$ cat config.mk
export PLATFORM = sky130hd
export DESIGN_NAME = mb_resid_seq
export DESIGN_NICKNAME = d
export VERILOG_FILES = /design/src/rtl/mbseq_pkg.sv /design/src/rtl/mbseq_ctrl.sv /design/src/rtl/mbseq_decode.sv /design/src/rtl/mbseq_addr.sv /design/src/rtl/mb_resid_seq.sv
export SDC_FILE = /design/constraint.sdc
export NUM_CORES = 1
export LEC_CHECK = 0
export CORE_AREA = 2 2 48 50
export CTS_CLUSTER_DIAMETER = 80
export DETAILED_ROUTE_END_ITERATION = 7
export DIE_AREA = 0 0 50 52
export HOLD_SLACK_MARGIN = 0.12
export MAX_ROUTING_LAYER = met4
export PLACE_DENSITY = 0.82
export RECOVER_POWER = 25
export SYNTH_ARGS = -nofsm -noshare
export SYNTH_HDL_FRONTEND = slang
export SYNTH_SLANG_ARGS = --single-unit
$ cat constraint.sdc
create_clock -name clk_i -period 3.5 [get_ports clk_i]
set_input_delay 1.05 -clock clk_i [delete_from_list [all_inputs] [get_ports clk_i]]
set_output_delay 1.05 -clock clk_i [all_outputs]
set_load 0.05 [all_outputs]
$ cat src/rtl/mbseq_pkg.sv
package mbseq_pkg;
   typedef enum logic [1:0] {
      XF_INT4 = 2'd0,
      XF_HAD4 = 2'd1,
      XF_HAD2 = 2'd2
   } xform_e;

   typedef enum logic [1:0] {
      CP_LUMA = 2'd0,
      CP_CB   = 2'd1,
      CP_CR   = 2'd2
   } comp_e;

   typedef enum logic [2:0] {
      PH_IDLE,
      PH_LDC,
      PH_LSCAT,
      PH_LAC,
      PH_CDC,
      PH_CSCAT,
      PH_CAC
   } phase_e;
endpackage

$ cat src/rtl/mbseq_ctrl.sv
module mbseq_ctrl
   import mbseq_pkg::*;
#(
   parameter int LUMA_N = 16,
   parameter int CHR_N  = 4,
   parameter int CNT_W  = 4
) (
   input  logic             clk_i,
   input  logic             rst_ni,
   input  logic             start_i,
   input  logic             intra16_i,
   input  logic             rdy_i,
   output phase_e           phase_o,
   output logic [CNT_W-1:0] cnt_o,
   output logic             csel_o,
   output logic             done_o
);
   localparam logic [CNT_W-1:0] LUMA_LAST = CNT_W'(LUMA_N - 1);
   localparam logic [CNT_W-1:0] CSC_LAST  = CNT_W'(CHR_N - 1);
   localparam logic [CNT_W-1:0] CAC_LAST  = CNT_W'(2 * CHR_N - 1);

   phase_e           ph_q, ph_n;
   logic [CNT_W-1:0] cnt_q, cnt_n;
   logic             cs_q, cs_n;
   logic             fin_n, done_q;
   logic             adv;

   assign adv = rdy_i && (ph_q != PH_IDLE);

   always_comb begin
      ph_n  = ph_q;
      cnt_n = cnt_q;
      cs_n  = cs_q;
      fin_n = 1'b0;
      unique case (ph_q)
         PH_IDLE: if (start_i) begin
            ph_n  = intra16_i ? PH_LDC : PH_LAC;
            cnt_n = '0;
            cs_n  = 1'b0;
         end
         PH_LDC: if (adv) begin
            ph_n  = PH_LSCAT;
            cnt_n = '0;
         end
         PH_LSCAT: if (adv) begin
            if (cnt_q == LUMA_LAST) begin
               ph_n  = PH_LAC;
               cnt_n = '0;
            end else begin
               cnt_n = cnt_q + 1'b1;
            end
         end
         PH_LAC: if (adv) begin
            if (cnt_q == LUMA_LAST) begin
               ph_n  = PH_CDC;
               cnt_n = '0;
               cs_n  = 1'b0;
            end else begin
               cnt_n = cnt_q + 1'b1;
            end
         end
         PH_CDC: if (adv) begin
            ph_n  = PH_CSCAT;
            cnt_n = '0;
         end
         PH_CSCAT: if (adv) begin
            cnt_n = '0;
            if (cnt_q != CSC_LAST) begin
               cnt_n = cnt_q + 1'b1;
            end else if (!cs_q) begin
               ph_n = PH_CDC;
               cs_n = 1'b1;
            end else begin
               ph_n = PH_CAC;
            end
         end
         PH_CAC: if (adv) begin
            if (cnt_q == CAC_LAST) begin
               ph_n  = PH_IDLE;
               cnt_n = '0;
               fin_n = 1'b1;
            end else begin
               cnt_n = cnt_q + 1'b1;
            end
         end
         default: ph_n = PH_IDLE;
      endcase
   end

   always_ff @(posedge clk_i or negedge rst_ni) begin
      if (!rst_ni) begin
         ph_q   <= PH_IDLE;
         cnt_q  <= '0;
         cs_q   <= 1'b0;
         done_q <= 1'b0;
      end else begin
         ph_q   <= ph_n;
         cnt_q  <= cnt_n;
         cs_q   <= cs_n;
         done_q <= fin_n;
      end
   end

   assign phase_o = ph_q;
   assign cnt_o   = cnt_q;
   assign csel_o  = cs_q;
   assign done_o  = done_q;
endmodule

$ cat src/rtl/mbseq_decode.sv
module mbseq_decode
   import mbseq_pkg::*;
#(
   parameter int LUMA_N = 16,
   parameter int CHR_N  = 4,
   parameter int CNT_W  = 4,
   parameter int IDX_W  = 6,
   parameter int BLK_W  = 5
) (
   input  phase_e                  phase_i,
   input  logic [CNT_W-1:0]        cnt_i,
   input  logic                    csel_i,
   output logic                    blk_valid_o,
   output logic                    dcw_valid_o,
   output logic signed [IDX_W-1:0] idx_o,
   output comp_e                   comp_o,
   output xform_e                  xform_o,
   output logic [BLK_W-1:0]        tgt_o
);
   localparam int CAC_BASE = LUMA_N + 2;

   comp_e chroma_c;
   assign chroma_c = csel_i ? CP_CR : CP_CB;

   always_comb begin
      blk_valid_o = 1'b0;
      dcw_valid_o = 1'b0;
      idx_o       = '0;
      comp_o      = CP_LUMA;
      xform_o     = XF_INT4;
      tgt_o       = '0;
      unique case (phase_i)
         PH_LDC: begin
            blk_valid_o = 1'b1;
            idx_o       = '1;
            xform_o     = XF_HAD4;
         end
         PH_LSCAT: begin
            dcw_valid_o = 1'b1;
            tgt_o       = BLK_W'(cnt_i);
         end
         PH_LAC: begin
            blk_valid_o = 1'b1;
            idx_o       = IDX_W'(cnt_i);
         end
         PH_CDC: begin
            blk_valid_o = 1'b1;
            idx_o       = IDX_W'(LUMA_N) + IDX_W'(csel_i);
            comp_o      = chroma_c;
            xform_o     = XF_HAD2;
         end
         PH_CSCAT: begin
            dcw_valid_o = 1'b1;
            comp_o      = chroma_c;
            tgt_o       = BLK_W'(CAC_BASE) + (csel_i ? BLK_W'(CHR_N) : '0) + BLK_W'(cnt_i);
         end
         PH_CAC: begin
            blk_valid_o = 1'b1;
            idx_o       = IDX_W'(CAC_BASE) + IDX_W'(cnt_i);
            comp_o      = (cnt_i < CNT_W'(CHR_N)) ? CP_CB : CP_CR;
         end
         default: ;
      endcase
   end
endmodule

$ cat src/rtl/mbseq_addr.sv
module mbseq_addr #(
   parameter int BLK_W  = 5,
   parameter int COEF_N = 16,
   parameter int ADDR_W = 9
) (
   input  logic              valid_i,
   input  logic [BLK_W-1:0]  tgt_i,
   output logic [ADDR_W-1:0] addr_o
);
   localparam int POS_W = $clog2(COEF_N);

   logic [ADDR_W-1:0] raw;

   generate
      if ((COEF_N & (COEF_N - 1)) == 0) begin : g_shift
         assign raw = ADDR_W'({tgt_i, {POS_W{1'b0}}});
      end else begin : g_mult
         assign raw = ADDR_W'(32'(tgt_i) * COEF_N);
      end
   endgenerate

   assign addr_o = valid_i ? raw : '0;
endmodule

$ cat src/rtl/mb_resid_seq.sv
module mb_resid_seq
   import mbseq_pkg::*;
#(
   parameter int IDX_W  = 6,
   parameter int LUMA_N = 16,
   parameter int CHR_N  = 4,
   parameter int COEF_N = 16,
   localparam int NBLK   = LUMA_N + 2 + 2 * CHR_N,
   localparam int BLK_W  = $clog2(NBLK),
   localparam int CNT_W  = $clog2(LUMA_N),
   localparam int ADDR_W = $clog2(NBLK * COEF_N)
) (
   input  logic              clk_i,
   input  logic              rst_ni,
   input  logic              start_i,
   input  logic              intra16_i,
   input  logic              rdy_i,
   output logic              blk_valid_o,
   output logic [IDX_W-1:0]  blk_idx_o,
   output logic [1:0]        blk_comp_o,
   output logic [1:0]        blk_xform_o,
   output logic              dcw_valid_o,
   output logic [CNT_W-1:0]  dcw_elem_o,
   output logic [ADDR_W-1:0] dcw_addr_o,
   output logic              done_o
);
   generate
      if (IDX_W < $clog2(NBLK) + 1) begin : g_bad_idx
         $error("IDX_W too narrow for a signed block index");
      end
      if (2 * CHR_N > LUMA_N || LUMA_N < 2) begin : g_bad_cnt
         $error("chroma block count must fit the luma counter");
      end
      if (COEF_N < 2) begin : g_bad_coef
         $error("COEF_N must be at least 2");
      end
   endgenerate

   phase_e                  phase;
   logic [CNT_W-1:0]        cnt;
   logic                    csel;
   logic signed [IDX_W-1:0] idx;
   comp_e                   comp;
   xform_e                  xform;
   logic [BLK_W-1:0]        tgt;
   logic                    dv;

   mbseq_ctrl #(.LUMA_N(LUMA_N), .CHR_N(CHR_N), .CNT_W(CNT_W)) ctrl_i (
      .clk_i     (clk_i),
      .rst_ni    (rst_ni),
      .start_i   (start_i),
      .intra16_i (intra16_i),
      .rdy_i     (rdy_i),
      .phase_o   (phase),
      .cnt_o     (cnt),
      .csel_o    (csel),
      .done_o    (done_o)
   );

   mbseq_decode #(.LUMA_N(LUMA_N), .CHR_N(CHR_N), .CNT_W(CNT_W),
                  .IDX_W(IDX_W), .BLK_W(BLK_W)) dec_i (
      .phase_i     (phase),
      .cnt_i       (cnt),
      .csel_i      (csel),
      .blk_valid_o (blk_valid_o),
      .dcw_valid_o (dv),
      .idx_o       (idx),
      .comp_o      (comp),
      .xform_o     (xform),
      .tgt_o       (tgt)
   );

   mbseq_addr #(.BLK_W(BLK_W), .COEF_N(COEF_N), .ADDR_W(ADDR_W)) addr_i (
      .valid_i (dv),
      .tgt_i   (tgt),
      .addr_o  (dcw_addr_o)
   );

   assign dcw_valid_o = dv;
   assign dcw_elem_o  = dv ? cnt : '0;
   assign blk_idx_o   = idx;
   assign blk_comp_o  = comp;
   assign blk_xform_o = xform;
endmodule

==> metrics.cfg, run 1 <==
[run_status]
status=finished, final reports clean

[clocking]
htree_levels=1
clk_latency_ns=0.27
clock_tree.buffer_depth=2
postCtsHoldBufs=0
cts-root-buf=clkbuf_4
cts_buffers=3
postCtsSetupBuffers=0
path_clk_slew_ns=0.06
clock-sinks=9
cts_resized=0
cts_tree=built

[setup_path]
path_max_fanout=10
crit_required_ns=2.45
crit_buf_inv=3
crit_arrival_ns=2.31
reg2reg_depth=5
critPathKind=reg -> out
path_cells=buf_4 > inv_1 > nand2_1 > a31oi_1 > a21o_1 > clkdlybuf4s50_1
reg2reg_to=ctrl_i.cnt_o[1]$_DFFE_PN0P_
endpoint_kind=output port
crit_path_start_kind=flop
slowest_delay_ns=0.80
crit_slowest_cell=clkdlybuf4s50_1
r2r_slack_ns=1.54
r2r-start=ctrl_i.cnt_o[1]$_DFFE_PN0P_
crit_family=buffers and inverters

[yosys]
syn-cell-area_um2=997
synth-edff-count=0
synthFlopType=dfrtp_1
ys_seq_area_share_pct=22.6
yosysWarnings=0
synth_common_cells=nand2_1 (18), nor2_1 (15), o21ai_0 (12)
syn_inst=136
synth_largest_area_cell=dfrtp_1
synthArstFlopShare_pct=100
ys_ff_latch=9
avgSynthCellArea_um2=7.33
synth_top_cell_area_share_pct=22.6
synth_area_leaders=dfrtp_1 (23%), nand2_1 (6.8%), o21ai_0 (6.0%), nor2_1 (5.6%), ha_1 (5.0%)
yosysUniqueCellTypes=45
synthMostInstantiatedCell=nand2_1

[flow_run]
maxCapViolations=0

[final_layout]
stdcell_count=190
nNetsFinal=173
area_growth_syn_to_layout_pct=29.7
final_layout_size_suffix_gt1_share_pct=8.64
n_fill_cell=209
final-seq-area_um2=226
multi_input_area_um2=692
antenna_cells=0

[place]
dp_hpwl_um=1940
gp_congestion=0.899
dp.cells=186
port_buffers=26

[floorplan]
die_area_um2=2600
die_y_um=52
core_area_um2=2110
die_x_um=50
initial_utilization_pct=47.4
num_rows=17
ios=31

[detailed_routing]
wire_per_inst_um=13.7
post-route-drc-count=0
num_vias=1069
ant_nets=0
drt_iter0_drc=50
viasPerCell=5.63
wl_um=2590
drtPass1Iterations=4

[sta]
fin_crit_sh_pct=96.1
clock_skew_ns=0.000606
setup_viol=0
tightest_slew_ns=0.498
setup_tns_ns=0
rsz0062_at_grt=no
relSlewSlack_pct=66.7
final_hold_viol_count=0
period_minus_slack_ns=3.36
fmax_mhz=297
slew_violations=0

[min_path]
holdPathStages=2
min_path_type=reg -> reg
holdPathEnd=ctrl_i.cnt_o[0]$_DFFE_PN0P_
holdCritStartpoint=ctrl_i.cnt_o[0]$_DFFE_PN0P_

[global_routing]
grt_max_degree=18
grt_pass1_wl_um=4420
grt_pass1_vias=953
gr-total-overflow=0
grt_usage_pct=22.9
antenna_found_initial=0

## through the flow
stage	instance area, um2	hold slack, ns	utilization (%)	setup WS [ns]
2_1_floorplan	1010	0.536	-	0.325
6_report	1290	0.635	61.4	0.135
3_5_place_dp	1270	0.625	60.1	0.350
4_1_cts	1290	0.635	61.4	0.0443
3_3_place_gp	1270	0.611	60.1	0.425
5_1_grt	1290	0.693	61.4	0.00726
## flip-flops by register name (all words and copies together) (netlist names)
| name | count |
|---|---|
| ctrl_i.phase_o | 3 |
| ctrl_i.cnt_o | 4 |
| ctrl_i.done_o | 1 |
| ctrl_i.csel_o | 1 |
## kinds of logic (layout without fill, tap and decap cells)
family | count (synthesis) | count (layout) | synth area share (%)
adder cells (fa/ha/maj) | 5 | 5 | 7.03
AND/OR/NAND/NOR | 59 | 59 | 30.0
AO/OA/AOI/OAI | 43 | 43 | 29.0
XOR/XNOR | 1 | 1 | 0.878
multiplexers | 1 | 1 | 1.00
flip-flops | 9 | 9 | 22.6
other | 1 | 4 | 0.376
buffers and inverters | 17 | 40 | 9.16
## worst register-to-register path, cell delays in order (launching register included)
cell and delay [ns]:
dfrtp_1 0.50, ha_1 0.33, and4b_1 0.23, or3_1 0.39, a21o_1 0.21, o31ai_2 0.22
## routing by layer
metal	global-route usage (%)	part of all wire, %	vias to the layer above
met5	-	0	-
met1	28.3	44	497
met3	2.59	5.2	5
met4	9.72	1.8	0
met2	37.9	49	39
li1	-	-	528
## worst max path at each step
stage	start	end	slack, ns	depth (start not counted)
finish	ctrl_i.phase_o[0]$_DFFE_PN0P_	blk_idx_o[4]	0.14	6
global route	ctrl_i.phase_o[1]$_DFFE_PN0P_	dcw_elem_o[0]	0.007	5
CTS	ctrl_i.cnt_o[2]$_DFFE_PN0P_	dcw_addr_o[8]	0.04	4
detailed placement	ctrl_i.cnt_o[2]$_DFFE_PN0P_	dcw_addr_o[8]	0.35	4
global placement	ctrl_i.cnt_o[2]$_DFFE_PN0P_	dcw_addr_o[8]	0.43	4
floorplan	ctrl_i.cnt_o[1]$_DFFE_PN0P_	dcw_addr_o[7]	0.33	3
## cell usage in the layout (no fill, tap or decap), types with 2 or more instances in the layout
master            n
a21o_1            4
ha_1              4
conb_1            4
a211oi_1          2
nor2_1           15
buf_4             6
nand2_1          18
o211ai_1          3
o21ai_1           2
dfrtp_1           8
inv_1             5
nand2b_1          6
a22o_1            2
clkbuf_4          3
clkdlybuf4s50_1  24
a21oi_1           6
nand3_1           2
nor2b_1           6
o21ai_0          12
a31oi_1           3
## area by class of cell
class	count	area share, %
Timing Repair Buffer	31	22.8
Sequential cell	9	17.5
Inverter	5	1.45
Tap cell	28	2.71
Clock buffer	4	2.03
Multi-Input combinational cell	113	53.5
Power of run 1 is left out: the tool's default activity adds up to more than one toggle a clock period on the data nets, which glitch-free logic cannot reach.
==> run 2: changes to the inputs <==
--- a/config.mk
+++ b/config.mk
@@ -5,14 +5,15 @@
 export SDC_FILE = /design/constraint.sdc
 export NUM_CORES = 1
 export LEC_CHECK = 0
-export CORE_AREA = 2 2 48 50
+export CORE_AREA = 2 2 50 52
 export CTS_CLUSTER_DIAMETER = 80
 export DETAILED_ROUTE_END_ITERATION = 7
-export DIE_AREA = 0 0 50 52
+export DIE_AREA = 0 0 52 54
 export HOLD_SLACK_MARGIN = 0.12
 export MAX_ROUTING_LAYER = met4
-export PLACE_DENSITY = 0.82
+export PLACE_DENSITY = 0.8
 export RECOVER_POWER = 25
 export SYNTH_ARGS = -nofsm -noshare
 export SYNTH_HDL_FRONTEND = slang
+export SYNTH_HIERARCHICAL = 1
 export SYNTH_SLANG_ARGS = --single-unit
==> metrics.cfg, run 2 <==
[run_status]
status=finished, final reports clean

[global_routing]
grt_usage_pct=22.1  ; -0.84 points
grt_max_degree=24  ; +6
grt_pass1_wl_um=4560  ; +3.3%
met3_usage_pct=1.94  ; -0.64 points
grt_use_met2_pct=38.6  ; +0.67 points
use_met1_pct=25.2  ; -3.1 points
gr-total-overflow=0  ; unchanged
antenna_found_initial=0  ; unchanged
grt_pass1_vias=1064  ; +12%
top_usage_layer=met2

[sta]
setup_tns_ns=0  ; unchanged
tightest_slew_ns=0.596  ; +0.0973 ns
final_hold_viol_count=0  ; unchanged
slew_violations=0  ; unchanged
rsz0062_at_grt=no
fmax_mhz=305  ; +2.5%
clock_skew_ns=0.00597  ; +0.00536 ns
fin_crit_sh_pct=93.8  ; -2.4 points
period_minus_slack_ns=3.28  ; -0.0832 ns
setup_viol=0  ; unchanged
relSlewSlack_pct=60.0  ; -6.6 points

[clocking]
postCtsHoldBufs=0  ; unchanged
cts_buffers=3  ; unchanged
htree_levels=1  ; unchanged
postCtsSetupBuffers=0  ; unchanged
clock-sinks=9  ; unchanged
cts-root-buf=clkbuf_4
cts_tree=built
path_clk_slew_ns=0.05  ; about the same
clock_tree.buffer_depth=2  ; unchanged
cts_resized=0  ; unchanged
clk_latency_ns=0.25  ; -0.02 ns

[yosys]
synthMostInstantiatedCell=a21oi_1
synth_area_leaders=dfrtp_1 (21%), and2_1 (7.6%), a21oi_1 (6.6%), ha_1 (4.7%), nand2_1 (4.6%)
synthFlopType=dfrtp_1
ys_seq_area_share_pct=21.1  ; -1.5 points
avgSynthCellArea_um2=7.58  ; +3.4%
ys_ff_latch=9  ; unchanged
yosysWarnings=6  ; +6
synth_top_cell_area_share_pct=21.1  ; -1.5 points
synth_largest_area_cell=dfrtp_1
synthArstFlopShare_pct=100  ; unchanged
yosysUniqueCellTypes=48  ; +6.7%
syn-cell-area_um2=1070  ; +7.2%
syn_inst=141  ; +3.7%
synth-edff-count=0  ; unchanged
synth_common_cells=a21oi_1 (14), and2_1 (13), nand2_1 (13)

[floorplan]
die_x_um=52  ; +4.0%
die_y_um=54  ; +3.8%
ios=31  ; unchanged
num_rows=18  ; +1
core_area_um2=2320  ; +10%
initial_utilization_pct=46.1  ; -1.3 points
die_area_um2=2810  ; +8.0%

[flow_run]
maxCapViolations=0  ; unchanged

[setup_path]
critPathKind=reg -> out
crit_required_ns=2.45  ; about the same
endpoint_kind=output port
path_max_fanout=10  ; unchanged
crit_arrival_ns=2.23  ; -0.08 ns
crit_path_start_kind=flop

[detailed_routing]
ant_nets=0  ; unchanged
wire_per_inst_um=13.6  ; -0.48%
drtPass1Iterations=4  ; unchanged
wl_um=2660  ; +2.7%
viasPerCell=5.75  ; +2.2%
drt_iter0_drc=31  ; -38%
post-route-drc-count=0  ; unchanged
num_vias=1127  ; +5.4%

[power_and_ir_drop]
power_leakage_nw=0.623
power_density_nw_per_um2=1030
vdd_drop_max_uv=727

[min_path]
min_path_type=reg -> reg

[place]
dpl_cell_area_um2=1380  ; +8.7%
dp_hpwl_um=1980  ; +2.1%
port_buffers=26  ; unchanged
gp_congestion=0.829  ; -7.8%

[final_layout]
antenna_cells=0  ; unchanged
nNetsFinal=177  ; +2.3%
area_growth_syn_to_layout_pct=31.4
largest_reg_flops=4  ; unchanged
final_cell_mix=a21oi_1 (14), clkdlybuf4s50_1 (14), and2_1 (13), nand2_1 (13), buf_4 (9)
stdcell_area_um2=1400  ; +8.5%
final_layout_size_suffix_gt1_share_pct=16.3  ; +7.6 points

-- run 2: cell types whose count changed after synthesis, sizes merged, moves of 4 or more --
cell | previous run | this run
nand2 | 18 | 13
and2 | 0 | 13
o21ai | 14 | 9
a21oi | 6 | 14
nor2 | 15 | 6
nor2b | 6 | 2
-- run 2: cell type report --
type	instances	area, um2
Timing Repair Buffer	30	328
Tap cell	30	37.5
Inverter	7	26.3
Fill cell	212	916
Clock buffer	4	26.3
Sequential cell	9	226
Multi-Input combinational cell	116	759
-- run 2: power by group --
group,switching [mW],internal [mW]
sequential,0.0911,0.145
clock,0.0330,0.0437
combinational,0.716,0.423
-- run 2: path summary, 6_finish.rpt --
kind | start | endpoint | slack [ns] | depth (start not counted)
setup / recovery | ctrl_i/cnt_o[1]$_DFFE_PN0P_ | blk_idx_o[3] | 0.22 | 5
hold / removal | ctrl_i/cnt_o[0]$_DFFE_PN0P_ | ctrl_i/cnt_o[0]$_DFFE_PN0P_ | 0.62 | 2
setup reg to reg | ctrl_i/cnt_o[1]$_DFFE_PN0P_ | ctrl_i/csel_o$_DFFE_PN0P_ | 1.27 | 5
hold reg to reg | ctrl_i/cnt_o[0]$_DFFE_PN0P_ | ctrl_i/cnt_o[0]$_DFFE_PN0P_ | 0.62 | 2
max in group asynchronous | rst_ni | ctrl_i/phase_o[1]$_DFFE_PN0P_ | 2.02 | 1
min in group asynchronous | rst_ni | ctrl_i/phase_o[0]$_DFFE_PN0P_ | 1.16 | 1
-- run 2: kinds of logic after synthesis --
logic type                 count (synthesis)  share of synthesized area (%)
and+or+nand+nor                           60                           32.0
AOI/OAI and AO/OA                         43                           27.2
buffers and inverters                     19                           8.90
DFF                                        9                           21.1
adders and majority gates                  5                           6.56
muxes                                      4                           3.98
other                                      1                          0.351
-- run 2: per-layer routing --
layer / wire length (um) / share of wire, %
met1: 1110 / 41
met2: 1400 / 52
met3: 124 / 4.7
met4: 36 / 1.4
met5: 0 / 0
-- run 2: through the flow --
stage | hold slack [ns] | instances | power (mW) | setup WS [ns] | utilization [%]
finish | 0.615 | 196 | 1.45 | 0.218 | 60.5
detailed placement | 0.614 | 192 | 1.36 | 0.479 | 59.3
global route | 0.668 | 196 | 1.56 | 0.124 | 60.5
CTS | 0.629 | 196 | 1.45 | 0.200 | 60.5
global placement | 0.590 | 192 | 1.33 | 0.525 | 59.3
floorplan | 0.529 | 144 | 1.04 | 0.279 | -
-- run 2: critical path, stage by stage, from the launching register on --
cell             delay [ns]
dfrtp_1                0.48
ha_1                   0.25
ha_1                   0.28
nand3_1                0.07
o21ai_1                0.09
clkdlybuf4s50_1        0.81
(Power assumes the default switching activity.)
==> run 3: changes to the inputs <==
--- a/config.mk
+++ b/config.mk
@@ -5,15 +5,15 @@
 export SDC_FILE = /design/constraint.sdc
 export NUM_CORES = 1
 export LEC_CHECK = 0
-export CORE_AREA = 2 2 50 52
+export CORE_AREA = 2 2 48 50
 export CTS_CLUSTER_DIAMETER = 80
 export DETAILED_ROUTE_END_ITERATION = 7
-export DIE_AREA = 0 0 52 54
+export DIE_AREA = 0 0 50 52
 export HOLD_SLACK_MARGIN = 0.12
 export MAX_ROUTING_LAYER = met4
-export PLACE_DENSITY = 0.8
+export PLACE_DENSITY = 0.82
 export RECOVER_POWER = 25
 export SYNTH_ARGS = -nofsm -noshare
 export SYNTH_HDL_FRONTEND = slang
-export SYNTH_HIERARCHICAL = 1
 export SYNTH_SLANG_ARGS = --single-unit
+export TNS_END_PERCENT = 10
==> results of run 3 <==
Final layout, timing and power as in run 1 (identical DEF).
Power of run 3 is left out for the same reason.
